<file path="config.mk">
export PLATFORM = sky130hd
export DESIGN_NAME = dual_dma_engine
export DESIGN_NICKNAME = d
export VERILOG_FILES = /design/src/rtl/dma_pkg.sv /design/src/rtl/dma_regfile.sv /design/src/rtl/dma_arbiter.sv /design/src/rtl/dma_mover.sv /design/src/rtl/dual_dma_engine.sv
export SDC_FILE = /design/constraint.sdc
export NUM_CORES = 1
export LEC_CHECK = 0
export ABC_AREA = 1
export BUFFER_PORTS_ARGS = -buffer_cell sky130_fd_sc_hd__clkbuf_2
export CELL_PAD_IN_SITES_DETAIL_PLACEMENT = 0
export CELL_PAD_IN_SITES_GLOBAL_PLACEMENT = 2
export CORE_ASPECT_RATIO = 0.8
export CORE_MARGIN = 1
export CORE_UTILIZATION = 36
export DETAILED_ROUTE_END_ITERATION = 8
export GPL_TIMING_DRIVEN = 1
export HOLD_SLACK_MARGIN = 0.06
export PLACE_DENSITY = 0.84
export SLEW_MARGIN = 5
export SYNTH_ARGS = -nofsm -noshare
export SYNTH_HDL_FRONTEND = slang
export SYNTH_SLANG_ARGS = --single-unit
</file>
<file path="constraint.sdc">
create_clock -name clk -period 9.7 [get_ports clk]
set_input_delay 2.91 -clock clk [delete_from_list [all_inputs] [get_ports clk]]
set_output_delay 2.91 -clock clk [all_outputs]
set_load 0.01 [all_outputs]
</file>
<file path="src/rtl/dma_pkg.sv">
package dma_pkg;
    localparam int NUM_CH = 2;
    localparam int CHW    = $clog2(NUM_CH);
    localparam int DW     = 32;
    localparam int RAW    = 5;
    localparam int CTL_W  = 16;
    localparam int VEC_W  = 7;
    localparam int LVL_W  = 4;

    // mode word bit positions
    localparam int B_EN   = 0;
    localparam int B_END  = 1;
    localparam int B_IRQ  = 2;
    localparam int B_FREE = 9;

    localparam logic [2:0] F_SRC = 3'd0;
    localparam logic [2:0] F_DST = 3'd1;
    localparam logic [2:0] F_CNT = 3'd2;
    localparam logic [2:0] F_CTL = 3'd3;
    localparam logic [2:0] F_VEC = 3'd4;
    localparam logic [3:0] G_OP  = 4'd0;
    localparam logic [3:0] G_LVL = 4'd1;

    typedef enum logic [1:0] {MV_IDLE, MV_RD, MV_WR, MV_UPD} mv_state_e;

    typedef struct packed {
        logic [1:0] dst_mode;
        logic [1:0] src_mode;
        logic [1:0] unit;
        logic       irq_en;
    } chan_mode_t;

    function automatic logic [4:0] unit_bytes(input logic [1:0] code);
        case (code)
            2'd0:    return 5'd1;
            2'd1:    return 5'd2;
            2'd2:    return 5'd4;
            default: return 5'd16;
        endcase
    endfunction
endpackage

</file>
<file path="src/rtl/dma_regfile.sv">
module dma_regfile
    import dma_pkg::*;
#(
    parameter int AW = 32,
    parameter int CW = 24
) (
    input  logic                         clk,
    input  logic                         rst_n,
    input  logic                         wr_en,
    input  logic [RAW-1:0]               wr_addr,
    input  logic [DW-1:0]                wr_data,
    input  logic [RAW-1:0]               rd_addr,
    output logic [DW-1:0]                rd_data,
    input  logic                         upd_valid,
    input  logic [CHW-1:0]               upd_ch,
    input  logic [AW-1:0]                upd_src,
    input  logic [AW-1:0]                upd_dst,
    input  logic [CW-1:0]                upd_cnt,
    input  logic                         upd_end,
    output logic [NUM_CH-1:0][AW-1:0]    src_o,
    output logic [NUM_CH-1:0][AW-1:0]    dst_o,
    output logic [NUM_CH-1:0][CW-1:0]    cnt_o,
    output chan_mode_t [NUM_CH-1:0]      mode_o,
    output logic [NUM_CH-1:0]            en_o,
    output logic [NUM_CH-1:0]            end_o,
    output logic [NUM_CH-1:0]            free_o,
    output logic [NUM_CH-1:0][VEC_W-1:0] vec_o,
    output logic                         gen_o,
    output logic [LVL_W-1:0]             lvl_o
);
    typedef struct packed {
        logic [NUM_CH-1:0][AW-1:0]    src;
        logic [NUM_CH-1:0][AW-1:0]    dst;
        logic [NUM_CH-1:0][CW-1:0]    cnt;
        logic [NUM_CH-1:0][CTL_W-1:0] ctl;
        logic [NUM_CH-1:0][VEC_W-1:0] vec;
        logic                         gen;
        logic [LVL_W-1:0]             lvl;
    } regs_t;

    regs_t rf_d, rf_q;

    always_comb begin
        rf_d = rf_q;
        if (wr_en) begin
            if (!wr_addr[RAW-1]) begin
                case (wr_addr[2:0])
                    F_SRC: rf_d.src[wr_addr[3]] = AW'(wr_data);
                    F_DST: rf_d.dst[wr_addr[3]] = AW'(wr_data);
                    F_CNT: rf_d.cnt[wr_addr[3]] = wr_data[CW-1:0];
                    F_CTL: rf_d.ctl[wr_addr[3]] = wr_data[CTL_W-1:0];
                    F_VEC: rf_d.vec[wr_addr[3]] = wr_data[VEC_W-1:0];
                    default: ;
                endcase
            end else begin
                case (wr_addr[3:0])
                    G_OP:  rf_d.gen = wr_data[0];
                    G_LVL: rf_d.lvl = wr_data[LVL_W-1:0];
                    default: ;
                endcase
            end
        end
        // engine results take precedence over a same-cycle software write
        if (upd_valid) begin
            rf_d.src[upd_ch] = upd_src;
            rf_d.dst[upd_ch] = upd_dst;
            rf_d.cnt[upd_ch] = upd_cnt;
            if (upd_end) rf_d.ctl[upd_ch][B_END] = 1'b1;
        end
    end

    always_ff @(posedge clk) begin
        if (!rst_n) rf_q <= '0;
        else        rf_q <= rf_d;
    end

    always_comb begin
        rd_data = '0;
        if (!rd_addr[RAW-1]) begin
            case (rd_addr[2:0])
                F_SRC: rd_data = DW'(rf_q.src[rd_addr[3]]);
                F_DST: rd_data = DW'(rf_q.dst[rd_addr[3]]);
                F_CNT: rd_data = DW'(rf_q.cnt[rd_addr[3]]);
                F_CTL: rd_data = DW'(rf_q.ctl[rd_addr[3]]);
                F_VEC: rd_data = DW'(rf_q.vec[rd_addr[3]]);
                default: ;
            endcase
        end else begin
            case (rd_addr[3:0])
                G_OP:  rd_data = DW'(rf_q.gen);
                G_LVL: rd_data = DW'(rf_q.lvl);
                default: ;
            endcase
        end
    end

    for (genvar i = 0; i < NUM_CH; i++) begin : g_ch
        assign src_o[i]           = rf_q.src[i];
        assign dst_o[i]           = rf_q.dst[i];
        assign cnt_o[i]           = rf_q.cnt[i];
        assign vec_o[i]           = rf_q.vec[i];
        assign en_o[i]            = rf_q.ctl[i][B_EN];
        assign end_o[i]           = rf_q.ctl[i][B_END];
        assign free_o[i]          = rf_q.ctl[i][B_FREE];
        assign mode_o[i].dst_mode = rf_q.ctl[i][15:14];
        assign mode_o[i].src_mode = rf_q.ctl[i][13:12];
        assign mode_o[i].unit     = rf_q.ctl[i][11:10];
        assign mode_o[i].irq_en   = rf_q.ctl[i][B_IRQ];
    end

    assign gen_o = rf_q.gen;
    assign lvl_o = rf_q.lvl;
endmodule

</file>
<file path="src/rtl/dma_arbiter.sv">
module dma_arbiter
    import dma_pkg::*;
(
    input  logic              gen,
    input  logic [NUM_CH-1:0] en,
    input  logic [NUM_CH-1:0] ended,
    input  logic [NUM_CH-1:0] free,
    input  logic [NUM_CH-1:0] dreq,
    input  logic              busy,
    output logic              grant_valid,
    output logic [CHW-1:0]    grant_ch
);
    logic [NUM_CH-1:0] ready;

    for (genvar i = 0; i < NUM_CH; i++) begin : g_ready
        assign ready[i] = gen & en[i] & ~ended[i] & (free[i] | dreq[i]);
    end

    // lowest index wins: scan from the top so channel 0 is written last
    always_comb begin
        grant_ch = '0;
        for (int i = NUM_CH - 1; i >= 0; i--) begin
            if (ready[i]) grant_ch = CHW'(i);
        end
    end

    assign grant_valid = ~busy & (|ready);
endmodule

</file>
<file path="src/rtl/dma_mover.sv">
module dma_mover
    import dma_pkg::*;
#(
    parameter int AW = 32,
    parameter int CW = 24
) (
    input  logic                      clk,
    input  logic                      rst_n,
    input  logic                      grant_valid,
    input  logic [CHW-1:0]            grant_ch,
    input  logic [NUM_CH-1:0][AW-1:0] src_i,
    input  logic [NUM_CH-1:0][AW-1:0] dst_i,
    input  logic [NUM_CH-1:0][CW-1:0] cnt_i,
    input  chan_mode_t [NUM_CH-1:0]   mode_i,
    output logic                      busy,
    output logic                      mem_req,
    output logic                      mem_we,
    output logic [1:0]                mem_size,
    output logic [AW-1:0]             mem_addr,
    output logic [DW-1:0]             mem_wdata,
    input  logic [DW-1:0]             mem_rdata,
    input  logic                      mem_ack,
    output logic                      upd_valid,
    output logic [CHW-1:0]            upd_ch,
    output logic [AW-1:0]             upd_src,
    output logic [AW-1:0]             upd_dst,
    output logic [CW-1:0]             upd_cnt,
    output logic                      upd_end,
    output logic                      irq_fire
);
    localparam logic [1:0] LAST_BEAT = 2'd3;

    typedef struct packed {
        mv_state_e      st;
        logic [CHW-1:0] ch;
        logic [1:0]     beat;
        logic [DW-1:0]  data;
        logic [AW-1:0]  src;
        logic [AW-1:0]  dst;
        logic [CW-1:0]  cnt;
        chan_mode_t     mode;
        logic           done;
    } mv_t;

    mv_t mv_d, mv_q;
    logic          burst;
    logic [AW-1:0] step;
    logic [CW-1:0] dec;
    logic [AW-1:0] offs;

    assign burst = (mv_q.mode.unit == 2'd3);
    assign step  = AW'(unit_bytes(mv_q.mode.unit));
    assign dec   = burst ? CW'(4) : CW'(1);
    assign offs  = AW'({mv_q.beat, 2'b00});

    always_comb begin
        mv_d = mv_q;
        case (mv_q.st)
            MV_IDLE: begin
                if (grant_valid) begin
                    mv_d.ch   = grant_ch;
                    mv_d.src  = src_i[grant_ch];
                    mv_d.dst  = dst_i[grant_ch];
                    mv_d.cnt  = cnt_i[grant_ch];
                    mv_d.mode = mode_i[grant_ch];
                    mv_d.beat = '0;
                    if (cnt_i[grant_ch] == '0) begin
                        mv_d.done = 1'b1;
                        mv_d.st   = MV_UPD;
                    end else begin
                        mv_d.done = 1'b0;
                        mv_d.st   = MV_RD;
                    end
                end
            end
            MV_RD: begin
                if (mem_ack) begin
                    mv_d.data = mem_rdata;
                    mv_d.st   = MV_WR;
                end
            end
            MV_WR: begin
                if (mem_ack) begin
                    if (burst && mv_q.beat != LAST_BEAT) begin
                        mv_d.beat = mv_q.beat + 2'd1;
                        mv_d.st   = MV_RD;
                    end else begin
                        if (burst)
                            mv_d.src = mv_q.src + step;
                        else
                            mv_d.src = mv_q.src
                                     - (mv_q.mode.src_mode[1] ? step : '0)
                                     + (mv_q.mode.src_mode[0] ? step : '0);
                        mv_d.dst  = mv_q.dst
                                  - (mv_q.mode.dst_mode[1] ? step : '0)
                                  + (mv_q.mode.dst_mode[0] ? step : '0);
                        mv_d.done = (mv_q.cnt <= dec);
                        mv_d.cnt  = (mv_q.cnt <= dec) ? '0 : mv_q.cnt - dec;
                        mv_d.st   = MV_UPD;
                    end
                end
            end
            default: mv_d.st = MV_IDLE;
        endcase
    end

    always_ff @(posedge clk) begin
        if (!rst_n) mv_q <= '0;
        else        mv_q <= mv_d;
    end

    assign busy      = (mv_q.st != MV_IDLE);
    assign mem_req   = (mv_q.st == MV_RD) || (mv_q.st == MV_WR);
    assign mem_we    = (mv_q.st == MV_WR);
    assign mem_size  = burst ? 2'd2 : mv_q.mode.unit;
    assign mem_addr  = ((mv_q.st == MV_WR) ? mv_q.dst : mv_q.src) + offs;
    assign mem_wdata = mv_q.data;
    assign upd_valid = (mv_q.st == MV_UPD);
    assign upd_ch    = mv_q.ch;
    assign upd_src   = mv_q.src;
    assign upd_dst   = mv_q.dst;
    assign upd_cnt   = mv_q.cnt;
    assign upd_end   = mv_q.done;
    assign irq_fire  = (mv_q.st == MV_UPD) && mv_q.done && mv_q.mode.irq_en;
endmodule

</file>
<file path="src/rtl/dual_dma_engine.sv">
module dual_dma_engine
    import dma_pkg::*;
#(
    parameter int AW = 32,
    parameter int CW = 24
) (
    input  logic             clk,
    input  logic             rst_n,
    input  logic             reg_we,
    input  logic [RAW-1:0]   reg_addr,
    input  logic [DW-1:0]    reg_wdata,
    output logic [DW-1:0]    reg_rdata,
    input  logic [NUM_CH-1:0] dreq,
    output logic             mem_req,
    output logic             mem_we,
    output logic [1:0]       mem_size,
    output logic [AW-1:0]    mem_addr,
    output logic [DW-1:0]    mem_wdata,
    input  logic [DW-1:0]    mem_rdata,
    input  logic             mem_ack,
    output logic             irq_valid,
    output logic [LVL_W-1:0] irq_level,
    output logic [VEC_W-1:0] irq_vector
);
    logic [NUM_CH-1:0][AW-1:0]    src, dst;
    logic [NUM_CH-1:0][CW-1:0]    cnt;
    chan_mode_t [NUM_CH-1:0]      mode;
    logic [NUM_CH-1:0]            en, ended, free;
    logic [NUM_CH-1:0][VEC_W-1:0] vec;
    logic                         gen;
    logic [LVL_W-1:0]             lvl;
    logic                         busy, grant_valid;
    logic [CHW-1:0]               grant_ch, upd_ch;
    logic                         upd_valid, upd_end, irq_fire;
    logic [AW-1:0]                upd_src, upd_dst;
    logic [CW-1:0]                upd_cnt;

    dma_regfile #(.AW(AW), .CW(CW)) u_regs (
        .clk(clk), .rst_n(rst_n),
        .wr_en(reg_we), .wr_addr(reg_addr), .wr_data(reg_wdata),
        .rd_addr(reg_addr), .rd_data(reg_rdata),
        .upd_valid(upd_valid), .upd_ch(upd_ch), .upd_src(upd_src),
        .upd_dst(upd_dst), .upd_cnt(upd_cnt), .upd_end(upd_end),
        .src_o(src), .dst_o(dst), .cnt_o(cnt), .mode_o(mode),
        .en_o(en), .end_o(ended), .free_o(free), .vec_o(vec),
        .gen_o(gen), .lvl_o(lvl)
    );

    dma_arbiter u_arb (
        .gen(gen), .en(en), .ended(ended), .free(free), .dreq(dreq),
        .busy(busy), .grant_valid(grant_valid), .grant_ch(grant_ch)
    );

    dma_mover #(.AW(AW), .CW(CW)) u_mover (
        .clk(clk), .rst_n(rst_n),
        .grant_valid(grant_valid), .grant_ch(grant_ch),
        .src_i(src), .dst_i(dst), .cnt_i(cnt), .mode_i(mode),
        .busy(busy),
        .mem_req(mem_req), .mem_we(mem_we), .mem_size(mem_size),
        .mem_addr(mem_addr), .mem_wdata(mem_wdata),
        .mem_rdata(mem_rdata), .mem_ack(mem_ack),
        .upd_valid(upd_valid), .upd_ch(upd_ch), .upd_src(upd_src),
        .upd_dst(upd_dst), .upd_cnt(upd_cnt), .upd_end(upd_end),
        .irq_fire(irq_fire)
    );

    assign irq_valid  = irq_fire;
    assign irq_level  = lvl;
    assign irq_vector = vec[upd_ch];
endmodule

</file>
; ---- After elaboration in Yosys (flattened, before gate mapping)
; Cells that the tools add are included.
[op_classes]
n_addsub = 8
n_lt_le_gt_ge = 6
eq_ne = 17
n_mux = 86
bitwise_logic = 14
reduce_logical = 22
[ops]
columns = cell, n
row1 = $mux W32, 15
row2 = $bwmux W64, 4
row3 = $mux W227, 1
row4 = $mux W222, 1
row5 = $mux W208, 1
row6 = $mux W88, 2
row7 = $pmux W88 S2, 1
row8 = $mux W24, 7
row9 = $pmux W32 S5, 1
row10 = $mux W64, 2
row11 = $bwmux W48, 2
row12 = $mux W96, 1
row13 = $add A32 B32 Y32, 2
row14 = $demux W32 S1, 2
row15 = $sub A32 B32 Y32, 2
row16 = $mux W7, 7
row17 = $demux W24 S1, 2
row18 = $mux W16, 3
row19 = $mux W48, 1
row20 = $add A32 B4 Y32, 1
row21 = $add A32 B5 Y32, 1
row22 = $bwmux W32, 1
row23 = $demux W16 S1, 2
row24 = $or A32 B32 Y32, 1
row25 = other kinds (40), 90
[word_totals]
ff_bits = 360
inputBits = 75
output_inout_bits = 112
wordCells = 177

; ---- Depth between registers and ports, before layout
[depth]
ltp_word = 11
ltp_mapped = 22
mapped_depth_nobuf = 22

; ---- Cells and area by module
; From an unflattened synthesis, not the netlist that was laid out.
[hier_totals]
hier_cells = 5165
hier_area_um2 = 29998.8
[modules_own_cells]
columns = module, n_inst, cells_each, area_each_um2, seq_area_each_um2
row1 = dma_mover, 1, 2623, 15179.6, 2662.6
row2 = dma_regfile, 1, 2507, 14669.1, 4544.4
row3 = dual_dma_engine, 1, 23, 93.8, 0.0
row4 = dma_arbiter, 1, 12, 56.3, 0.0

; ---- Least setup slack after synthesis
; No wires, ideal clock.
[synth_timing]
path_kind = input -> output
from = input port reg_addr[2]
to = output port reg_rdata[14]
t_arrival_ns = 4.204
t_required_ns = 6.790
path_slack_ns = 2.586
path_stages = 8
path_buffers = 3
path_cell_list = buf_2 > nor3_1 > buf_2 > inv_2 > buf_1 > a21oi_1 > o21ai_1 > a41oi_1
[synth_between]
elab_chain_len = 3
word_cells_on_any_way = 7
classes_between = eq/ne (4) / mux (2) / reduce/logical (1)
[synth_rtl]
columns = item, line
row1 = "start, declared", dual_dma_engine.sv:10  ; input logic [RAW-1:0] reg_addr,
row2 = $eq A3 B3 Y1 (tied with other cells), dma_regfile.sv:80  ; case (rd_addr[2:0])
row3 = $pmux W32 S5 (*), dma_regfile.sv:80
row4 = $mux W32 (*), dma_regfile.sv:79  ; if (!rd_addr[RAW-1]) begin
row5 = "end, declared", dual_dma_engine.sv:12  ; output logic [DW-1:0] reg_rdata,
; Mark *: on every way between the ends. The rest lies on a longest branch, timed or not.

; ---- Final worst setup path
[layout_timing]
from = input port reg_addr[3]
to = output port reg_rdata[20]
[layout_between]
elab_chain_len = 4
word_cells_on_any_way = 8
classes_between = mux (8)
[layout_rtl]
columns = item, line
row1 = $mux W24 (not written as such) (tied with other cells) (2 in series), dma_regfile.sv:83  ; F_CNT: rd_data = DW'(rf_q.cnt[rd_addr[3]]);
row2 = $pmux W32 S5 (*), dma_regfile.sv:80
row3 = $mux W32 (*), dma_regfile.sv:79
; Mark *: on every way between the ends. The rest lies on a longest branch, timed or not. The select of a mux whose other input is x is not followed.

==> run metrics <==
CP max FO 68; Buf+Inv Stages, Crit Path 5; post-synthesis cell count 4401; vias in the first global route 25400; Seq cells post-synth 360; met3 WL 8560 um; Cell Rows 88; via/cell ratio 5.39; final hold viol count 0; CTS clk-pin slew, worst paths 50 ps; Slew Viols, Final 0; Total Wirelength 120000 um; Final Cycle Share 0.844; Overall Global Routing Usage 0.311; Setup Skew 21.7 ps; drt first pass iters 6; met2 wire length 50600 um; P_leak 0.0142 uW; commonest cells after routing, fill and taps aside nand2_1 (1048), o21ai_0 (614), inv_1 (610); Initial Util 0.366; Hold Slack 479 ps; Max Buffers Root-to-Sink 3; worst path cell trace buf_4 -> inv_4 -> buf_4 -> a21oi_1 -> o21ai_0 -> o21ai_0 -> o21ai_0 -> inv_1 -> clkbuf_2; clock root cell clkbuf_16; Residual DRC 0; crit path DAT 5280 ps; setup TNS 0 ps; clock sinks 360; highest-delay cell along the critical path buf_4; final worst slack 1510 ps; Req. time, crit path 6790 ps; crit path time final 8190 ps; routed vias 29000; Mapped Avg Cell Area 6.03 sq um; die height 245 um; layout cell share with drive strength beyond 1 0.0785; Max Cap Viol 0; first-pass GRT wire length 174000 um; Post-synth EDFFs 0; Core Area 72400 sq um; Top delay family on crit path buffers and inverters; outcome finished, final reports clean; Die Width 305 um; H-Tree Level Count 2; ys async rst share 0; Pwr Total 8480 uW; Die Area 74800 sq um; M1 wire length 58900 um; Cell Count, Final, Fillers Out 5380; # IOs 187; dpl cells 5304; post-DP HPWL 90500 um; HP Class register to register; synthesized area 26500 sq um; CP endpoint kind primary output; final net count 4591; DRT antenna net count 0; Hold Buf Count CTS 0; Slew @ Worst Pin 1090 ps; Area Growth Syn to Fin 10.4%; CTS tree done; number of DRC markers in iteration 0 3288; final setup vio count 0; CTS resizes 0; initial antenna violation count 1; largest net degree at the start of global routing 87; syn nets 4589; WL/cell 22.4 um; GP Congestion 0.981; highest routed layer met5; RSZ-0062 raised after global routing no; Post-CTS Setup Bufs 0; Ys Warns 0; Relative slew margins 0.265; commonest non-fill, non-tap cell in the layout nand2_1; crit-path most repeated cell o21ai_0; Filler Cell Count 8103; CTS Buf Count 42; ys flop type dfxtp_1; I/O Buffers 186; fmax 122 MHz; Remaining Overflow, GRT 0; pwr dens 290 nW/um^2; Crit Path Class primary input to primary output; Yosys cell types 50; register area share after synthesis 0.272; Worst VDD drop 0.173 mV; Clock Latency Late Sink 610 ps; Worst path max stage delay 560 ps; dpl ws 1570 ps; startpoint types primary input
per-stage QoR:
| stage | cell area, sq um | util |
|---|---|---|
| after global placement | 27800 | 0.384 |
| after detailed placement | 27800 | 0.384 |
| after CTS | 29300 | 0.404 |
| after floorplan | 26500 | - |
| after global routing | 29300 | 0.404 |
| final | 29300 | 0.404 |
metal layers:
metal,vias up,global-route usage
met5,-,0
li1,14300,-
met1,13500,0.469
met2,1035,0.462
met3,126,0.0439
met4,2,0.0687
power by group:
| group | switching [uW] | total (uW) | internal (uW) |
|---|---|---|---|
| clock network | 722 | 1730 | 1010 |
| logic | 3470 | 4860 | 1380 |
| registers | 225 | 1890 | 1660 |
| total | 4420 | 8480 | 4060 |
cell usage after synthesis, drive strengths merged (35+ instances only):
cell,instances,area share
nand2,1057,0.15
inv,622,0.088
ha,103,0.049
o21ai,652,0.12
a21oi,441,0.084
o211ai,98,0.028
xor2,39,0.013
a31oi,35,0.0083
dfxtp,360,0.27
buf,89,0.020
nand3,175,0.033
nor2,369,0.055
clkbuf,182,0.026
cells by family (layout without fill, tap and decap cells):
kind of cell / after synthesis / count (layout) / synth area share
mux: 3 / 3 / 0.00113
buf+inv: 898 / 930 / 0.135
flops: 360 / 360 / 0.272
compound gates: 1290 / 1290 / 0.261
fa+ha+maj: 113 / 113 / 0.0561
xor+xnor: 46 / 46 / 0.0152
other cells: 0 / 2 / 0
simple gates: 1691 / 1691 / 0.260
worst min-delay path: stages, from the launching register on:
cell,delay [ps]
dfxtp_1,320
nor2_1,50
nor2_1,80
area by class of cell:
type | instances | area [sq um] | area share
clock buffer | 61 | 1270 | 0.0433
antenna | 2 | 5.00 | 0.000171
inverter | 627 | 2360 | 0.0807
multi-input combinational | 3143 | 15800 | 0.540
timing repair buffer | 229 | 1280 | 0.0436
sequential | 360 | 7210 | 0.246
tap | 945 | 1180 | 0.0404
clock inverter | 13 | 174 | 0.00594
path summary, 6_finish.rpt:
kind | startpoint | end | slack [ps] | cells past startpoint
min | u_mover.mem_wdata[1] | u_mover.mem_wdata[1] | 480 | 2
max | reg_addr[3] | reg_rdata[20] | 1510 | 9
min reg2reg | u_mover.mem_wdata[1] | u_mover.mem_wdata[1] | 480 | 2
max reg2reg | u_mover.mv_q[3] | u_mover.upd_dst[31] | 5630 | 14
(Power assumes the default switching activity.)
